===== config.mk =====
export PLATFORM = sky130hd
export DESIGN_NAME = dram_ptest_ctl
export DESIGN_NICKNAME = d
export VERILOG_FILES = /design/src/rtl/dram_ptest_pkg.sv /design/src/rtl/dram_ptest_edge.sv /design/src/rtl/dram_ptest_mode.sv /design/src/rtl/dram_ptest_dq.sv /design/src/rtl/dram_ptest_ctl.sv
export SDC_FILE = /design/constraint.sdc
export NUM_CORES = 1
export LEC_CHECK = 0
export BUFFER_PORTS_ARGS = -buffer_cell sky130_fd_sc_hd__buf_2
export CAP_MARGIN = 20
export CORE_MARGIN = 10
export CORE_UTILIZATION = 50
export CTS_BUF_LIST = sky130_fd_sc_hd__clkbuf_4
export DETAILED_ROUTE_END_ITERATION = 8
export PLACE_DENSITY = 0.89
export SETUP_SLACK_MARGIN = 0.05
export SKIP_LAST_GASP = 1
export SYNTH_ARGS = -nofsm -noshare
export SYNTH_HDL_FRONTEND = slang
export SYNTH_HIERARCHICAL = 1
export SYNTH_SLANG_ARGS = --single-unit

===== constraint.sdc =====
create_clock -name clk -period 4.1 [get_ports clk]
set_clock_uncertainty 0.05 [all_clocks]
set_input_delay 0.41 -clock clk [delete_from_list [all_inputs] [get_ports clk]]
set_output_delay 0.41 -clock clk [all_outputs]
set_load 0.005 [all_outputs]

===== src/rtl/dram_ptest_pkg.sv =====
package dram_ptest_pkg;

   typedef enum logic [1:0] {
      CYC_IDLE    = 2'd0,
      CYC_ACCESS  = 2'd1,
      CYC_REFRESH = 2'd2
   } cyc_kind_e;

   typedef struct packed {
      logic ras_fall;
      logic ras_rise;
      logic cas_fall;
   } strobe_ev_t;

endpackage


===== src/rtl/dram_ptest_edge.sv =====
module dram_ptest_edge
   import dram_ptest_pkg::*;
(
   input  logic       clk,
   input  logic       rst_n,
   input  logic       ras_n,
   input  logic       cas_n,
   output strobe_ev_t ev
);

   logic ras_q;
   logic cas_q;

   always_ff @(posedge clk or negedge rst_n) begin
      if (!rst_n) begin
         ras_q <= 1'b1;
         cas_q <= 1'b1;
      end else begin
         ras_q <= ras_n;
         cas_q <= cas_n;
      end
   end

   always_comb begin
      ev.ras_fall = ras_q & ~ras_n;
      ev.ras_rise = ~ras_q & ras_n;
      ev.cas_fall = cas_q & ~cas_n;
   end

endmodule


===== src/rtl/dram_ptest_mode.sv =====
module dram_ptest_mode
   import dram_ptest_pkg::*;
(
   input  logic       clk,
   input  logic       rst_n,
   input  strobe_ev_t ev,
   input  logic       ras_n,
   input  logic       cas_n,
   input  logic       we_n,
   output logic       test_mode,
   output logic       access_fall
);

   cyc_kind_e cyc_q;
   logic      cas_seen_q;

   // a column strobe fall inside a row cycle that began with the column strobe high
   assign access_fall = ev.cas_fall & ~ras_n & (cyc_q == CYC_ACCESS);

   always_ff @(posedge clk or negedge rst_n) begin
      if (!rst_n) begin
         cyc_q      <= CYC_IDLE;
         cas_seen_q <= 1'b0;
         test_mode  <= 1'b0;
      end else begin
         if (ev.ras_fall) begin
            cas_seen_q <= 1'b0;
            if (!cas_n) begin
               cyc_q     <= CYC_REFRESH;
               test_mode <= ~we_n;
            end else begin
               cyc_q <= CYC_ACCESS;
            end
         end else if (ev.ras_rise) begin
            cyc_q <= CYC_IDLE;
            if (cyc_q == CYC_ACCESS && !cas_seen_q) begin
               test_mode <= 1'b0;
            end
         end else if (access_fall) begin
            cas_seen_q <= 1'b1;
         end
      end
   end

endmodule


===== src/rtl/dram_ptest_dq.sv =====
module dram_ptest_dq #(
   parameter int COL_W = 11,
   parameter int FOLD  = 8,
   localparam int SEL_W = $clog2(FOLD)
) (
   input  logic             clk,
   input  logic             rst_n,
   input  logic             access_fall,
   input  logic             test_mode,
   input  logic             ras_n,
   input  logic             cas_n,
   input  logic             we_n,
   input  logic [COL_W-1:0] col_addr,
   input  logic [FOLD-1:0]  arr_rd_data,
   input  logic             dq_in,
   output logic             dq_out,
   output logic             dq_oe,
   output logic             arr_wr_en,
   output logic [FOLD-1:0]  arr_wr_mask,
   output logic [FOLD-1:0]  arr_wr_data
);

   logic [SEL_W-1:0] sel;
   logic [FOLD-1:0]  sel_oh;
   logic             all_eq;
   logic             pick;

   // index: top column bit as MSB, then the lowest SEL_W-1 column bits
   generate
      if (SEL_W > 1) begin : g_sel_multi
         assign sel = {col_addr[COL_W-1], col_addr[SEL_W-2:0]};
      end else begin : g_sel_single
         assign sel = col_addr[COL_W-1];
      end
      for (genvar i = 0; i < FOLD; i++) begin : g_oh
         assign sel_oh[i] = (sel == SEL_W'(i));
      end
   endgenerate

   assign all_eq = (&arr_rd_data) | ~(|arr_rd_data);
   assign pick   = arr_rd_data[sel];

   always_ff @(posedge clk or negedge rst_n) begin
      if (!rst_n) begin
         dq_out      <= 1'b0;
         dq_oe       <= 1'b0;
         arr_wr_en   <= 1'b0;
         arr_wr_mask <= '0;
         arr_wr_data <= '0;
      end else begin
         arr_wr_en <= 1'b0;
         if (cas_n || ras_n) begin
            dq_oe <= 1'b0;
         end
         if (access_fall) begin
            if (!we_n) begin
               arr_wr_en   <= 1'b1;
               arr_wr_mask <= test_mode ? {FOLD{1'b1}} : sel_oh;
               arr_wr_data <= {FOLD{dq_in}};
            end else begin
               dq_oe  <= 1'b1;
               dq_out <= test_mode ? all_eq : pick;
            end
         end
      end
   end

endmodule


===== src/rtl/dram_ptest_ctl.sv =====
module dram_ptest_ctl
   import dram_ptest_pkg::*;
#(
   parameter int COL_W = 11,
   parameter int FOLD  = 8
) (
   input  logic             clk,
   input  logic             rst_n,
   input  logic             ras_n,
   input  logic             cas_n,
   input  logic             we_n,
   input  logic [COL_W-1:0] col_addr,
   input  logic             dq_in,
   output logic             dq_out,
   output logic             dq_oe,
   output logic             test_mode,
   input  logic [FOLD-1:0]  arr_rd_data,
   output logic             arr_wr_en,
   output logic [FOLD-1:0]  arr_wr_mask,
   output logic [FOLD-1:0]  arr_wr_data
);

   localparam int SEL_W = $clog2(FOLD);

   generate
      if (FOLD < 2 || (FOLD & (FOLD - 1)) != 0) begin : g_bad_fold
         $error("FOLD must be a power of two of at least 2");
      end
      if (COL_W <= SEL_W) begin : g_bad_col
         $error("COL_W must exceed the index width");
      end
   endgenerate

   strobe_ev_t ev;
   logic       access_fall;

   dram_ptest_edge u_edge (
      .clk   (clk),
      .rst_n (rst_n),
      .ras_n (ras_n),
      .cas_n (cas_n),
      .ev    (ev)
   );

   dram_ptest_mode u_mode (
      .clk         (clk),
      .rst_n       (rst_n),
      .ev          (ev),
      .ras_n       (ras_n),
      .cas_n       (cas_n),
      .we_n        (we_n),
      .test_mode   (test_mode),
      .access_fall (access_fall)
   );

   dram_ptest_dq #(.COL_W(COL_W), .FOLD(FOLD)) u_dq (
      .clk         (clk),
      .rst_n       (rst_n),
      .access_fall (access_fall),
      .test_mode   (test_mode),
      .ras_n       (ras_n),
      .cas_n       (cas_n),
      .we_n        (we_n),
      .col_addr    (col_addr),
      .arr_rd_data (arr_rd_data),
      .dq_in       (dq_in),
      .dq_out      (dq_out),
      .dq_oe       (dq_oe),
      .arr_wr_en   (arr_wr_en),
      .arr_wr_mask (arr_wr_mask),
      .arr_wr_data (arr_wr_data)
   );

endmodule


After elaboration in Yosys (flattened, before gate mapping)
Cells that the tools add are included.
{ "classes": {"order_cmp": 1, "n_eq_ne": 10, "muxes": 19, "bitwise_logic": 11, "reduce_logical": 13} }
{ "op_table": {"columns": ["op", "n"], "rows": [
  ["2-to-1 mux 1 bit", 14],
  ["equality test 3 bit (second input constant)", 4],
  ["2-to-1 mux 8 bit", 1],
  ["AND reduction 8 bit", 1],
  ["OR reduction 8 bit", 1],
  ["equality test 3 x 2 -> 1 bit (second input constant)", 2],
  ["2-to-1 mux 2 bit", 3],
  ["AND reduction 2 bit", 3],
  ["nonzero test 2 bit", 3],
  ["AND 1 bit", 5],
  ["inverter 1 bit", 5],
  ["< comparator 3 x 4 -> 1 bit (second input constant)", 1],
  ["binary-select mux 1 bit (select 3 bit)", 1],
  ["equality test 3 x 1 -> 1 bit (second input constant)", 1],
  ["zero test 3 bit", 1],
  ["AND reduction 3 bit", 1],
  ["equality test 2 x 1 -> 1 bit (second input constant)", 1],
  ["inequality test 2 x 1 -> 1 bit (second input constant)", 1],
  ["inequality test 2 bit (second input constant)", 1],
  ["logical AND 1 bit", 1],
  ["zero test 1 bit", 1],
  ["logical OR 1 bit", 1],
  ["OR 1 bit", 1]
]} }
{ "totals": {"register_bits": 18, "inputBits": 25, "out_inout_bits": 20, "elab_cells": 64} }

Logic depth before layout (Yosys ltp)
{ "depth": {"ltp_word": 7, "mapped_depth": 7, "mapped_depth_nobuf": 6} }

Hierarchy
Netlist, hierarchy kept.
{ "by_module_without_submodules": {"columns": ["mod", "n_inst", "cells_per_inst", "area_each_um2", "seq_area_each_um2"], "rows": [
  ["dram_ptest_dq", 1, 80, 698.2, 300.3],
  ["dram_ptest_mode", 1, 18, 188.9, 100.1],
  ["dram_ptest_edge", 1, 5, 73.8, 52.6]
]} }

Worst setup path before layout
Ideal clock, no wire load.
{ "synth_path": {"path_type": "register -> register", "start": "reg u_edge.cas_q", "end": "reg u_dq/arr_wr_data[0] (netlist name)", "setup_time_ns": 0.128, "arrival_time_ns": 1.341, "t_required_ns": 3.922, "slack_ns": 2.582, "path_stages_with_launch": 6, "path_buffers": 1, "synth_period_minus_slack_ns": 1.518, "path_cell_list": "dfstp_2 > nor2b_1 > and4bb_1 > nand2b_1 > buf_2 > mux2_1"} }
{ "synth_rtl": {"columns": ["item", "line", "rtl"], "rows": [
  ["start, declared", "dram_ptest_edge.sv:12", "logic cas_q;"],
  ["start signal, assigned", "dram_ptest_edge.sv:20", "cas_q <= cas_n;"]
]} }

==> out/metrics.yaml <==
die-area_sq_um: 4076
worstSkewPairLatency_ns: 0.29
first_global_vias: 803
num_rows: 15
route.final.wire_length_um: 2101
min-delay-path-class: "input pin to register"
drive_above_1_share_pct: 35.61
yosys_warnings: 6
globalplace.congestion: 0.8049
required_ns: 4.23
power-per-cell-area_nw_per_um2: 375.6
grt_util_all_layers_pct: 10.40
numClockSinks: 18
timing.final.hold_violations: 0
setup_repair_after_global_routing_missed_its_margin: "false"
cts.reportedPaths.clkPinSlew_ns: 0.10
crit_chain: "nor2b_1 > and4bb_1 > nand2b_1 > mux2_1"
max_cap_viol_count: 0
edff_count_synth: 0
ant_nets: 0
post-synth-top-count-cell: "dfrtp_1"
p_leak_nw: 0.5714
vias: 794
worst_path_dominant_cell_family: "simple AND/OR/NAND/NOR gates"
timing.hold.ws_ns: 0.1955
n_antenna_cell: 0
finish.net_count: 158
port-buffer-count: 36
initial_core_util_pct: 53.89
startpoint: "u_edge/cas_q"
ys_seq_area_share_pct: 47.14
overall_die_width_um: 63.84
critical_path.n_buffers_inverters: 0
core_sq_um: 1783
worst-slew-pin-transition_ns: 0.6072
synth_fp_nets: 128
syn_avg_cell_area_sq_um: 9.329
finalCritPeriodShare_pct: 44.78
worst_ep_arrival_ns: 1.97
cts_buffer_depth: 2
synth_area_leaders: "dfrtp_1 42%, buf_4 5.5%, dfstp_2 5.5%"
clock_root_buffer_master: "clkbuf_4"
timing.setup.critical_path_class: "register to register"
synth.ff_latch_count: 18
run_status: "finished clean"
route.detailed.drc: 0
synth_top_cell_area_share_pct: 41.67
areaGrowthSynthToFinish_pct: 16.54
routed_via_density: 5.057
yosysTopAreaCell: "dfrtp_1"
syn-instance-count: 103
r2r_start: "u_edge/cas_q"
cts_tree: "built"
timing.critical_path.to_type: "register"
finalMaxSlewViolations: 0
worstHoldStart: "ras_n"
setup_viol: 0
synth.top_cells.by_count: "16 x dfrtp_1, 14 x nand2_1, 9 x a21oi_1, 9 x nor2_1"
yosys.cell_types.count: 34
synth_flop_cell: "dfrtp_1"
detailedRoute.firstPassIterationCount: 4
syn_area_sq_um: 960.9
multi_input_comb_area_sq_um: 404.1
detailedRoute.firstIterationViolations: 14
timing.critical_path.slowest_stage_cell: "dfstp_2"
grt_antenna_before_repair: 0
final_tns_setup_ns: 0
worstPathMaxFanout: 18
top_level_ports: 45
setup.worst_path.start_class: "register"
fillers: 156
grt_max_degree: 19
maxSlewHeadroom_pct: 59.52
ff_latch_area_sq_um: 452.9
period_needed_ns: 1.836
dp.final_hpwl_um: 1714
async_flop_share_pct: 100.0
floorplan.die.height_um: 63.84
post_drt_wl_per_cell_um: 13.38
cts_htree_levels: 1
overflow: 0
max_clock_freq_mhz: 544.6
setup_repair_bufs_after_cts: 0
vdd_ir_drop_max_mv: 0.2573
critPathMaxStageDelay_ns: 0.53
grt_pass1_wl_um: 3505
cts_inserted_buffers: 3
## registers in the layout, indices dropped and copies added, names as in the netlist
register and cells:
u_mode/cyc_q 2, u_edge/ras_q 1, u_dq/dq_out 1, u_edge/cas_q 1, u_mode/test_mode 1, u_dq/arr_wr_data 1, u_dq/arr_wr_mask 8, u_dq/arr_wr_en 1
u_mode/cas_seen_q 1, u_dq/dq_oe 1
## cell usage in the layout, fill, tap and decap left out, types with 2 or more instances in the layout
cell type / count
o21ai_1: 7
buf_2: 36
nor2b_1: 3
inv_1: 3
nor4_1: 2
dfrtp_1: 16
nand2_1: 14
nand4_1: 2
clkbuf_4: 3
nand2b_1: 4
o21ai_0: 2
dfstp_2: 2
nor2_1: 9
a21oi_1: 9
## metal layers
metal	global-route usage [%]	part of all wire [%]	vias to the layer above
li1	-	-	407
met1	11.27	43	366
met2	17.79	51	19
met3	4.530	6.1	2
met4	3.279	0.33	0
met5	0	0	-
## cell families (layout without fill, tap and decap cells)
| group | after synthesis | count (layout) | synth area share, % |
|---|---|---|---|
| and+or+nand+nor | 41 | 41 | 22.66 |
| AOI/OAI and AO/OA | 24 | 24 | 14.45 |
| DFF | 18 | 18 | 47.13 |
| buffers and inverters | 16 | 45 | 10.81 |
| muxes | 4 | 4 | 4.947 |
## final cells by class
type	instances	area share [%]
Inverter	4	1.341
Timing Repair Buffer	37	16.98
Sequential cell	18	40.45
Clock inverter	1	0.3352
Multi-Input combinational cell	69	36.09
Clock buffer	3	2.011
Tap cell	25	2.793
## worst paths after layout
| path | end | slack, ns | cells after the start |
|---|---|---|---|
| worst min register to register | u_dq/arr_wr_mask[7] | 0.44 | 2 |
| worst max register to register | u_dq/arr_wr_data[0] | 2.26 | 4 |
| min in group asynchronous | u_dq/arr_wr_mask[5] | 0.52 | 2 |
| worst max-delay path | u_dq/arr_wr_data[0] | 2.26 | 4 |
| max in group asynchronous | u_edge/cas_q | 3.16 | 2 |
| worst min-delay path | u_edge/ras_q | 0.20 | 1 |
## metrics by stage
stage	cells	utilization [%]	total power, mW	setup WS [ns]	area [sq um]
floorplan	103	-	0.2980	2.582	960.9
detailed placement	152	60.77	0.3383	2.223	1084
global route	157	62.81	0.4511	2.133	1120
finish	157	62.81	0.4206	2.264	1120
global placement	152	60.77	0.3331	2.225	1084
CTS	157	62.81	0.4279	2.254	1120
## power by group
part,internal [mW],switching [mW],leakage (nW)
registers,0.205,0.0197,0.231
clock network,0.0353,0.0538,0.0154
logic,0.0538,0.0530,0.325
total,0.294,0.127,0.571
## repair_timing
item | 4_1_cts | 5_1_grt
hold buffers | 1 | 0
resized for setup | 0 | 0
endpoints found under the hold margin | 16 | 0
No activity file was read; power rests on OpenSTA's default activity.
